**src/rtl/xpt_ctrl.sv**
```systemverilog
module xpt_ctrl #(
  parameter int N_IN  = 8,
  parameter int N_OUT = 4,
  localparam int SEL_W  = $clog2(N_IN),
  localparam int OSEL_W = $clog2(N_OUT),
  localparam int ENT_W  = SEL_W + 1
) (
  input  logic                   clk,
  input  logic                   arst_n,
  input  logic                   cs_n,
  input  logic                   rd_wr,
  input  logic                   wr_n,
  input  logic                   salvo_n,
  input  logic                   clr_n,
  input  logic [OSEL_W-1:0]      out_sel,
  input  logic [ENT_W-1:0]       addr_i,
  output logic [ENT_W-1:0]       addr_o,
  output logic                   addr_oe,
  output logic [N_OUT*N_IN-1:0]  xpt_en,
  output logic [N_OUT-1:0]       off_n
);

  localparam logic [ENT_W-1:0] OFF = {1'b1, {SEL_W{1'b0}}};
  localparam logic [N_OUT-1:0][ENT_W-1:0] ALL_OFF = {N_OUT{OFF}};

  logic [N_OUT-1:0][ENT_W-1:0] stage_q;
  logic [N_OUT-1:0][ENT_W-1:0] act_q;
  logic                        wr_en;
  logic                        sel_ok;

  assign sel_ok = int'(out_sel) < N_OUT;
  assign wr_en  = !cs_n && !rd_wr && !wr_n && clr_n && sel_ok;

  always_ff @(posedge clk or negedge arst_n) begin
    if (!arst_n)    stage_q <= ALL_OFF;
    else if (wr_en) stage_q[out_sel] <= addr_i;
  end

  always_ff @(posedge clk or negedge arst_n) begin
    if (!arst_n)       act_q <= ALL_OFF;
    else if (!clr_n)   act_q <= ALL_OFF;
    else if (!salvo_n) act_q <= stage_q;
  end

  assign addr_oe = !cs_n && rd_wr;
  assign addr_o  = (addr_oe && sel_ok) ? act_q[out_sel] : '0;

  for (genvar o = 0; o < N_OUT; o++) begin : g_out
    assign off_n[o] = clr_n && !act_q[o][SEL_W];
    for (genvar i = 0; i < N_IN; i++) begin : g_in
      assign xpt_en[o*N_IN+i] = clr_n && !act_q[o][SEL_W] &&
                                (act_q[o][SEL_W-1:0] == SEL_W'(i));
    end

    p_flag_r7: assert property (@(posedge clk) disable iff (!arst_n)
      off_n[o] == (|xpt_en[o*N_IN +: N_IN]));
    p_one_in_r8: assert property (@(posedge clk) disable iff (!arst_n)
      $onehot0(xpt_en[o*N_IN +: N_IN]));
  end

  p_stage_hold_r2: assert property (@(posedge clk) disable iff (!arst_n)
    (cs_n || rd_wr || wr_n || !clr_n) |=> $stable(stage_q));
  p_act_hold_r3: assert property (@(posedge clk) disable iff (!arst_n)
    (salvo_n && clr_n) |=> $stable(act_q));
  p_copy_r3: assert property (@(posedge clk) disable iff (!arst_n)
    (!salvo_n && clr_n) |=> (act_q == $past(stage_q)));
  p_clear_r4: assert property (@(posedge clk) disable iff (!arst_n)
    !clr_n |=> (act_q == ALL_OFF));
  p_rdback_r5: assert property (@(posedge clk) disable iff (!arst_n)
    (addr_oe && clr_n && sel_ok) |-> (addr_o[SEL_W] == !off_n[out_sel]));
  p_quiet_r6: assert property (@(posedge clk) disable iff (!arst_n)
    !addr_oe |-> (addr_o == '0));

endmodule

```
**config.mk**
```make
export PLATFORM = sky130hd
export DESIGN_NAME = xpt_ctrl
export DESIGN_NICKNAME = d
export VERILOG_FILES = /design/src/rtl/xpt_ctrl.sv
export SDC_FILE = /design/constraint.sdc
export NUM_CORES = 1
export LEC_CHECK = 0
export BUFFER_PORTS_ARGS = -buffer_cell sky130_fd_sc_hd__buf_2
export CAP_MARGIN = 10
export CORE_UTILIZATION = 54
export DETAILED_ROUTE_END_ITERATION = 12
export GPL_TIMING_DRIVEN = 1
export PLACE_DENSITY = 0.83
export SYNTH_ARGS = -nofsm -noshare
export SYNTH_HDL_FRONTEND = slang
export SYNTH_SLANG_ARGS = --single-unit
```
**constraint.sdc**
```tcl
create_clock -name clk -period 3.6 [get_ports clk]
set_clock_uncertainty 0.2 [all_clocks]
set_input_delay 0.72 -clock clk [delete_from_list [all_inputs] [get_ports clk]]
set_output_delay 0.72 -clock clk [all_outputs]
set_load 0.02 [all_outputs]
```
-- Yosys cells after proc, flatten, opt, wreduce, memory -nomap -nowiden
Index checks and enable logic that the tools add are counted.
- bits in registers: 32
- input bits: 13
- output and inout bits: 41
- word-level logic and storage cells: 99
- $lt $le $gt $ge: 2
- equality and inequality tests: 29
- muxes and demuxes: 8
- reductions and logical operators: 52
- operator list (kind ; count):
    $eq 3x3->1 const B ; 16
    $logic_and 1x1->1 ; 41
    $mux 16 ; 2
    $eq 3x2->1 const B ; 8
    $bwmux 16 ; 1
    $eq 3x1->1 const B ; 4
    $logic_not 3->1 ; 4
    $mux 4 ; 3
    $bmux 4 s2 ; 1
    $demux 4 s2 ; 1
    $logic_not 1->1 ; 7
    $lt 2x3->1 const B ; 1
    $ge 2x1->1 const B ; 1
    $ne 2x2->1 const B ; 1

-- Longest topological paths before layout
Gate-level depths: netlist of run 1.
- depth after elaboration: 5
- mapped depth: 4
- depth with buffers taken out: 3

-- Worst setup path before layout of run 1
OpenSTA, ideal clock, no wires.
- kind: input to output
- start: input port clr_n
- end: output port xpt_en[16]
- arrival: 1800 ps
- data required time: 2680 ps
- path slack: 880 ps
- stages on the path: 4
- buffers on the path: 1
- cells stage by stage: clkbuf_1 > and2b_1 > nand2b_1 > nor3_1
- word-level cells in the longest chain between the ends: 2
- RTL lines (what ; line ; RTL):
    from (decl) ; 14 ; input logic clr_n,
    $logic_and 1x1->1 ; - ;
    via off_n[2] ; 20 ; output logic [N_OUT-1:0] off_n
    $logic_and 1x1->1 ; 51 ; assign xpt_en[o*N_IN+i] = clr_n && !act_q[o][SEL_W] &&
    to (decl) ; 19 ; output logic [N_OUT*N_IN-1:0] xpt_en,
The timed path passes the listed nets, and every way through them passes these cells.

-- Worst setup path in the final report of run 1
- start: input port clr_n
- end: output port xpt_en[4]
- word-level cells in the longest chain between the ends: 2
- RTL lines (what ; line):
    $logic_and 1x1->1 (2 in a row) ; 51
No other way between the ends.

==> impl_metrics.csv, run 1 <==
group,metric,value,unit
finish,area_growth_syn_to_layout,20.2,%
cts,holdBufCountCts,0,
timing,finalSetupViolations,0,
logic_synthesis,synth_area_leaders,"dfrtp_1 (35%), dfstp_2 (12%), mux2_2 (10%)",
grt,grt_start_max_net_pins,33,
timing,grt_setup_unrepaired,"no",
finish,final_cells,257,
finish,fin_nets,225,
logic_synthesis,ys_ff_latch,32,
setup_path,startpoint_type,"input pin",
setup_path,critPathTopFamily,"simple AND/OR/NAND/NOR gates",
routing,drt_first_pass_iters,4,
finish,fin_area,2060,um2
setup_path,r2r_cells,2,
setup_path,endpoint_kind,"output port",
floorplanning,die_width,58.4,um
power,max-vdd-ir-drop,0.000278,V
placement,portBuffers,53,
finish,diodes,0,
timing,period_minus_slack,2660,ps
min_path,hold_class,"in2async",
routing,drt_iter0_markers,38,
power,finalPower,831,uW
setup_path,crit_top_cell,"buf_2",
logic_synthesis,synth_fp_nets,172,
cts,post_cts_resized,0,
logic_synthesis,synth_cell_type_count,18,
setup_path,path_depth,5,
setup_path,crit_slowest_cell,"buf_2",
floorplanning,die_y,58.4,um
placement,place_congestion,0.798,
routing,via_per_inst,5.33,
cts,cts_tree,"built",
power,power_density,403,nW/um2
timing,drv_slew,0,
cts,cts_made_buffers,5,
placement,placed_cell_area,2000,um2
cts,cts.sinks,32,
logic_synthesis,yosysSeqAreaShare,0.472,
routing,routed_wl,3800,um
floorplanning,rows,20,
routing,avgRoutedWirePerCell,14.8,um
timing,tns,0,ps
timing,hold_slack,230,ps
cts,clock_latency,320,ps
setup_path,cpPeakStageDelay,260,ps
routing,detail-route-antenna-nets,0,
timing,slew_headroom,0.529,
logic_synthesis,synth_top_cell_by_area,"dfrtp_1",
floorplanning,core_area,3030,um2
logic_synthesis,postSynthAreaPerCell,10.8,um2
floorplanning,dieArea,3410,um2
finish,drive_gt1_frac,0.413,
logic_synthesis,synthCells,159,
run,max_cap_violations,0,
grt,grtUsageTotal,0.243,
cts,clk_path_buf_depth,2,
placement,dp.cells,249,
timing,fin_crit_sh,0.739,
routing,route.detailed.drc,0,
setup_path,crit_fanout,21,
cts,cts_setup_buffers,0,
cts,cts_root_buffer,"clkbuf_4",
power,leakage,1.04,nW
cts,htree_levels,2,
setup_path,cp.required,2680,ps
status,status,"complete, no violations",
cts,clk_pin_slew,90,ps
placement,post-dp-hpwl,2920,um
floorplanning,start_util,0.567,
grt,grt_pass1_vias,1305,
grt,grt_remaining_overflow,0,
floorplanning,ioPinCount,54,
timing,hold_viol,0,
grt,grt_pass1_wl,6000,um
routing,vias,1371,
setup_path,crit_chain,"buf_2 -> nor2b_1 -> nand2_1 -> nor3_1 -> buf_2",
setup_path,crit_arrival,1740,ps
setup_path,worst-setup-path-type,"in2out",
grt,antenna_found_initial,0,
logic_synthesis,synth_area,1720,um2
setup_path,path_buf_inv,2,
logic_synthesis,yosys_warnings,0,
timing,max_freq,376,MHz
timing,worstMarginPinSlew,707,ps
logic_synthesis,synth_top_area_share,0.350,
power breakdown:
group / total [mW] / switching (mW) / leakage [nW] / internal [mW]
Clock: 0.212 / 0.116 / 0.0326 / 0.0963
Combinational: 0.153 / 0.0755 / 0.602 / 0.0778
Sequential: 0.466 / 0.0456 / 0.401 / 0.420
Total: 0.831 / 0.237 / 1.04 / 0.594
final timing paths:
| path | startpoint | end | slack (ps) |
|---|---|---|---|
| hold reg to reg | stage_q[9] | stage_q[9] | 310 |
| setup reg to reg | act_q[14] | act_q[14] | 2580 |
| min in group clk | stage_q[9] | stage_q[9] | 310 |
| hold / removal | arst_n | act_q[14] | 230 |
| setup / recovery | clr_n | xpt_en[4] | 940 |
| max in group asynchronous | arst_n | stage_q[9] | 2510 |
placed cells by master (no fill, tap or decap), drive strengths merged:
cell    Yosys  layout
buf         5      53
inv         1       1
mux2       16      16
nor4b       1       1
nand2b     12      12
clkbuf      2       8
nor2       25      25
nor2b      17      17
and3        1       1
nand3b      2       2
nor3        8       8
or2b        1       1
dfstp       8       8
nand2      13      13
and2b       3       3
mux4        4       4
dfrtp      24      24
mux2i      16      16
state kept, by name (all words and copies together), names as in the netlist:
name	cells
act_q	16
stage_q	16
cell usage after synthesis, drive strengths merged:
master and count:
nor2 25, clkbuf 2, nand3b 2, nand2b 12
dfrtp 24, mux2 16, and2b 3, dfstp 8
inv 1, nand2 13, nor3 8, or2b 1
mux4 4, buf 5, nor2b 17, nor4b 1
mux2i 16, and3 1
through the flow:
stage	util	worst slack [ps]
4_1_cts	0.681	939
6_report	0.681	939
3_3_place_gp	0.662	981
3_5_place_dp	0.662	938
5_1_grt	0.681	818
2_1_floorplan	-	880
worst register-to-register path, cell delays in order, from the launching register on:
cell     delay, ps
dfrtp_1        460
mux2i_1        190
nor2b_1         60
cell families (layout without fill, tap and decap cells):
group	after synthesis	count (layout)	share of synthesized area
simple gates	83	83	0.256
buf+inv	8	62	0.0211
mux	36	36	0.251
flops	32	32	0.472
final cells by class:
| class | instances | area [um2] |
|---|---|---|
| repair buffers | 53 | 265 |
| inverters | 1 | 3.75 |
| clock buffers | 8 | 58.8 |
| fillers | 234 | 965 |
| flip-flops and latches | 32 | 811 |
| multi-input cells | 119 | 870 |
| well taps | 44 | 55.1 |
routing by layer:
layer / routed length, um / global-route usage
met1: 1630 / 0.292
met2: 1940 / 0.427
met3: 179 / 0.0593
met4: 54 / 0.0884
met5: 0 / 0
No activity file was read; power rests on OpenSTA's default activity.
==> inputs of run 2 (changes only) <==
- CORE_UTILIZATION: 54 -> 45
- PLACE_DENSITY: 0.83 -> 0.74
- clock period: 3.6 -> 2.15 ns (I/O delays scaled with it)
==> run 2 against run 1 <==
The run now ends with hold timing left. Combinational power increased by 75%. Die area increased by 19%. Clock power increased by 130%. Setup slack got worse by 900 ps. Utilization decreased by 9.0 points. Critical path type is now reg2out. Critical endpoint is now addr_o[1]. Highest routed layer unchanged.
==> impl_metrics.csv, run 2 (same netlist as run 1, synthesis figures left out) <==
group,metric,value,unit
status,status,"finished with violations",
status,violations,"hold timing",
setup_path,worst-setup-path-type,"reg2out",
floorplanning,core_area,3660,um2
finish,largestRegisters,"act_q (16), stage_q (16)",
grt,antenna_found_initial,0,
finish,final_common_cell,"buf_2",
placement,portBuffers,53,
setup_path,endpoint_kind,"output port",
timing,grt_setup_unrepaired,"no",
timing,finalSetupViolations,0,
floorplanning,start_util,0.469,
routing,drt_iter0_markers,46,
setup_path,crit_slowest_cell,"mux4_2",
setup_path,crit_chain,"mux4_2 -> nor2b_1 -> buf_2",
grt,grt_pass1_wl,5690,um
finish,final_cells,267,
floorplanning,rows,22,
cts,htree_levels,2,
setup_path,cpPeakStageDelay,470,ps
timing,tns,0,ps
timing,period_minus_slack,2110,ps
setup_path,startpoint_type,"flop",
timing,hold_slack,-5.09,ps
setup_path,crit_fanout,6,
routing,via_per_inst,4.96,
routing,vias,1324,
cts,cts.sinks,32,
finish,diodes,0,
power,leakage,1.08,nW
grt,grt_start_max_net_pins,33,
power,power_density,705,nW/um2
finish,fin_nets,231,
routing,routed.top_layer,"met4",
routing,met1_length,1710,um
routing,avgRoutedWirePerCell,13.3,um
setup_path,crit_arrival,1480,ps
floorplanning,die_y,63.8,um
routing,detail-route-antenna-nets,0,
cts,clock_latency,270,ps
routing,routed_wl,3560,um
timing,max_freq,473,MHz
grt,grt_remaining_overflow,0,
timing,hold_viol,7,
finish,final_util,0.591,
power,max-vdd-ir-drop,0.000456,V
routing,drt_first_pass_iters,4,
routing,met2WireLength,1630,um
placement,dp.cells,255,
finish,area_growth_syn_to_layout,26.0,%
grt,grtUsageTotal,0.188,
placement,place_congestion,0.717,
setup_path,r2r_setup_slack,1080,ps
cts,cts_root_buffer,"clkbuf_8",
grt,grt_pass1_vias,1177,
run,max_cap_violations,0,
timing,drv_slew,0,
floorplanning,ioPinCount,54,
cts,cts_made_buffers,5,
cts,cts_tree,"built",
placement,post-dp-hpwl,2650,um
timing,fin_crit_sh,0.983,
timing,worstMarginPinSlew,697,ps
cts,clk_path_buf_depth,2,
timing,slew_headroom,0.535,
routing,route.met3.wl,203,um
setup_path,cp.required,1520,ps
finish,drive_gt1_frac,0.461,
finish,mostFrequentLayoutCells,"buf_2 (53), nor2_1 (25), dfrtp_1 (19)",
finish,fillers,325,
routing,route.detailed.drc,0,
floorplanning,die_width,63.8,um
floorplanning,dieArea,4070,um2
min_path,hold_class,"in2async",
cts,clk_pin_slew,60,ps
-- run 2: metrics by stage --
stage | setup slack, ps | total power [mW] | area, um2
final | 37.3 | 1.53 | 2160
after global routing | 2.38 | 1.61 | 2160
after floorplan | 9.86 | 0.953 | 1720
after global placement | 98.2 | 1.03 | 2020
after CTS | 1.97 | 1.53 | 2120
after detailed placement | 79.7 | 1.04 | 2020
-- run 2: timing repair --
| action | in CTS | in global routing |
|---|---|---|
| hold buffers | 0 | 0 |
| endpoints found under the setup margin | 0 | 4 |
| resized for setup | 0 | 6 |
| buffers inserted | 0 | 4 |
-- run 2: final cells by class --
cell class | instances | area (um2) | share of cell area
Multi-Input combinational cell | 119 | 872 | 0.403
Sequential cell | 32 | 817 | 0.378
Timing Repair Buffer | 59 | 310 | 0.143
Clock buffer | 8 | 100 | 0.0463
Tap cell | 48 | 60.1 | 0.0278
Inverter | 1 | 3.75 | 0.00174
-- run 2: critical path, delay by kind of cell (launching register included) --
kind | cells | cell delay, ps
buffers and inverters | 1 | 160
DFF | 1 | 450
muxes | 1 | 470
and+or+nand+nor | 1 | 130
-- run 2: layer usage --
| metal | up-vias | GRT usage |
|---|---|---|
| met1 | 622 | 0.260 |
| met5 | - | 0 |
| met2 | 50 | 0.289 |
| met3 | 2 | 0.0375 |
| li1 | 650 | - |
| met4 | 0 | 0.0767 |
-- run 2: where the power goes --
part           total (mW)  switching, mW  internal (mW)
registers           0.770         0.0640          0.706
clock network       0.487          0.195          0.292
logic               0.268          0.128          0.140
-- run 2: worst paths after layout --
check / startpoint / endpoint / cells after the start
max: act_q[13] / addr_o[1] / 3
min: arst_n / stage_q[1] / 1
max reg2reg: act_q[14] / act_q[14] / 3
min reg2reg: stage_q[9] / stage_q[9] / 1
max in group asynchronous: arst_n / act_q[9] / 1
min in group clk: addr_i[3] / stage_q[15] / 2
==> inputs of run 3 (changes only) <==
- CORE_UTILIZATION: 45 -> 50
- PLACE_DENSITY: 0.74 -> 0.77
- clock period: 2.15 -> 2.2 ns (I/O delays scaled with it)
==> run 3 against run 2 <==
The flow now finishes without violations. Setup slack got worse by 17 ps. Via count grew 6.7%. Count of clock-buffer cells in the layout unchanged. Non-clock buffer count up 8. Critical path type unchanged. Utilization up 10 points. Combinational power grew 11%. Total power is 8.9% lower.
==> impl_metrics.csv, run 3 (same netlist as run 1, synthesis figures left out) <==
group,metric,value,unit
status,status,"complete, no violations",
finish,drive_gt1_frac,0.480,
floorplanning,dieArea,3670,um2
min_path,hold_class,"in2reg",
routing,route.detailed.drc,0,
grt,grt_start_max_net_pins,33,
floorplanning,rows,20,
floorplanning,die_y,60.6,um
grt,grt_pass1_wl,6220,um
setup_path,worst-setup-path-type,"reg2out",
timing,period_minus_slack,2180,ps
placement,portBuffers,53,
setup_path,cp.required,1560,ps
routing,drt_iter0_markers,32,
timing,slew_headroom,0.525,
grt,antenna_found_initial,0,
setup_path,endpoint_kind,"output port",
setup_path,crit_fanout,4,
cts,cts_root_buffer,"clkbuf_4",
routing,via_per_inst,5.21,
floorplanning,ioPinCount,54,
routing,avgRoutedWirePerCell,15.1,um
floorplanning,start_util,0.544,
timing,fin_crit_sh,0.991,
grt,grtUsageTotal,0.246,
placement,place_congestion,0.796,
cts,htree_levels,2,
placement,dp.cells,252,
power,leakage,1.10,nW
setup_path,crit_arrival,1540,ps
routing,detail-route-antenna-nets,0,
grt,grt_pass1_vias,1282,
floorplanning,die_width,60.6,um
finish,final_cells,271,
timing,max_freq,459,MHz
power,max-vdd-ir-drop,0.000403,V
finish,mostFrequentLayoutCells,"buf_2 (51), nor2_1 (25), nor2b_1 (17), dfrtp_1 (17)",
placement,post-dp-hpwl,2940,um
routing,vias,1413,
finish,area_growth_syn_to_layout,27.7,%
timing,hold_viol,0,
timing,finalSetupViolations,0,
grt,grt_remaining_overflow,0,
finish,diodes,0,
power,power_density,634,nW/um2
routing,drt_first_pass_iters,5,
cts,clock_latency,330,ps
floorplanning,core_area,3150,um2
routing,routed_wl,4100,um
finish,fin_nets,239,
timing,grt_setup_unrepaired,"yes",
finish,fillers,261,
finish,largestRegisters,"act_q (16), stage_q (16)",
cts,cts_made_buffers,5,
run,max_cap_violations,0,
cts,cts.sinks,32,
timing,worstMarginPinSlew,712,ps
timing,drv_slew,0,
power,finalPower,1.39,mW
cts,clk_path_buf_depth,2,
cts,cts_tree,"built",
setup_path,startpoint_type,"flop",
finish,final_common_cell,"buf_2",
cts,clk_pin_slew,90,ps
-- run 3: changes by cell type in the layout (fill, tap and decap cells not counted), moves of 2 or more --
| cell | before | now |
|---|---|---|
| dfrtp_1 | 19 | 17 |
| clkbuf_4 | 0 | 5 |
| clkbuf_8 | 7 | 1 |
| buf_2 | 53 | 51 |
| buf_4 | 6 | 15 |
| dfrtp_2 | 5 | 7 |
-- run 3: worst paths after layout --
check                       startpoint           to  slack, ps  depth (start not counted)
min in group asynchronous       arst_n    act_q[12]        470                          2
max                          act_q[14]    addr_o[2]         20                          3
min reg2reg                stage_q[14]  stage_q[14]        320                          1
max in group asynchronous       arst_n     act_q[8]        820                          2
min                          addr_i[3]   stage_q[7]        190                          2
max reg2reg                  act_q[14]    act_q[14]       1100                          3
-- run 3: metal layers --
layer / track usage / part of all wire
met1: 0.293 / 0.42
met2: 0.408 / 0.49
met3: 0.0768 / 0.056
met4: 0.117 / 0.030
met5: 0 / 0
-- run 3: what timing repair did --
action / CTS / global route
cloned: 0 / 0
hold buffers: 1 / 0
pin swaps: 0 / 0
buffers inserted: 6 / 4
hold endpoints to repair: 24 / 0
gates resized for setup: 6 / 4
endpoints found under the setup margin: 3 / 6
-- run 3: worst max-delay path, cell delays in order (launching register included) --
cell and delay (ps):
dfrtp_2 450, mux4_2 470, nor2b_1 140, buf_2 160
-- run 3: cell type report --
cell class / instances / area, um2 / share of cell area
flip-flops and latches: 32 / 820 / 0.374
inverters: 1 / 3.75 / 0.00171
multi-input cells: 119 / 877 / 0.400
repair buffers: 67 / 378 / 0.172
clock buffers: 8 / 58.8 / 0.0268
well taps: 44 / 55.1 / 0.0251
-- run 3: metrics by stage --
step                      setup slack (ps)  utilization  area [um2]  hold slack, ps  setup TNS, ps
after floorplan                       39.9            -        1720           -55.6              0
after global placement                 176        0.643        2030             286              0
after detailed placement               132        0.643        2030             298              0
after CTS                             6.50        0.681        2150             175              0
after global routing                 -45.9        0.695        2190             185          -93.4
final                                 20.1        0.695        2190             185              0
-- run 3: power by group --
group	internal (mW)	switching, mW
clock	0.157	0.188
combinational	0.153	0.145
sequential	0.690	0.0571
total	1.00	0.389
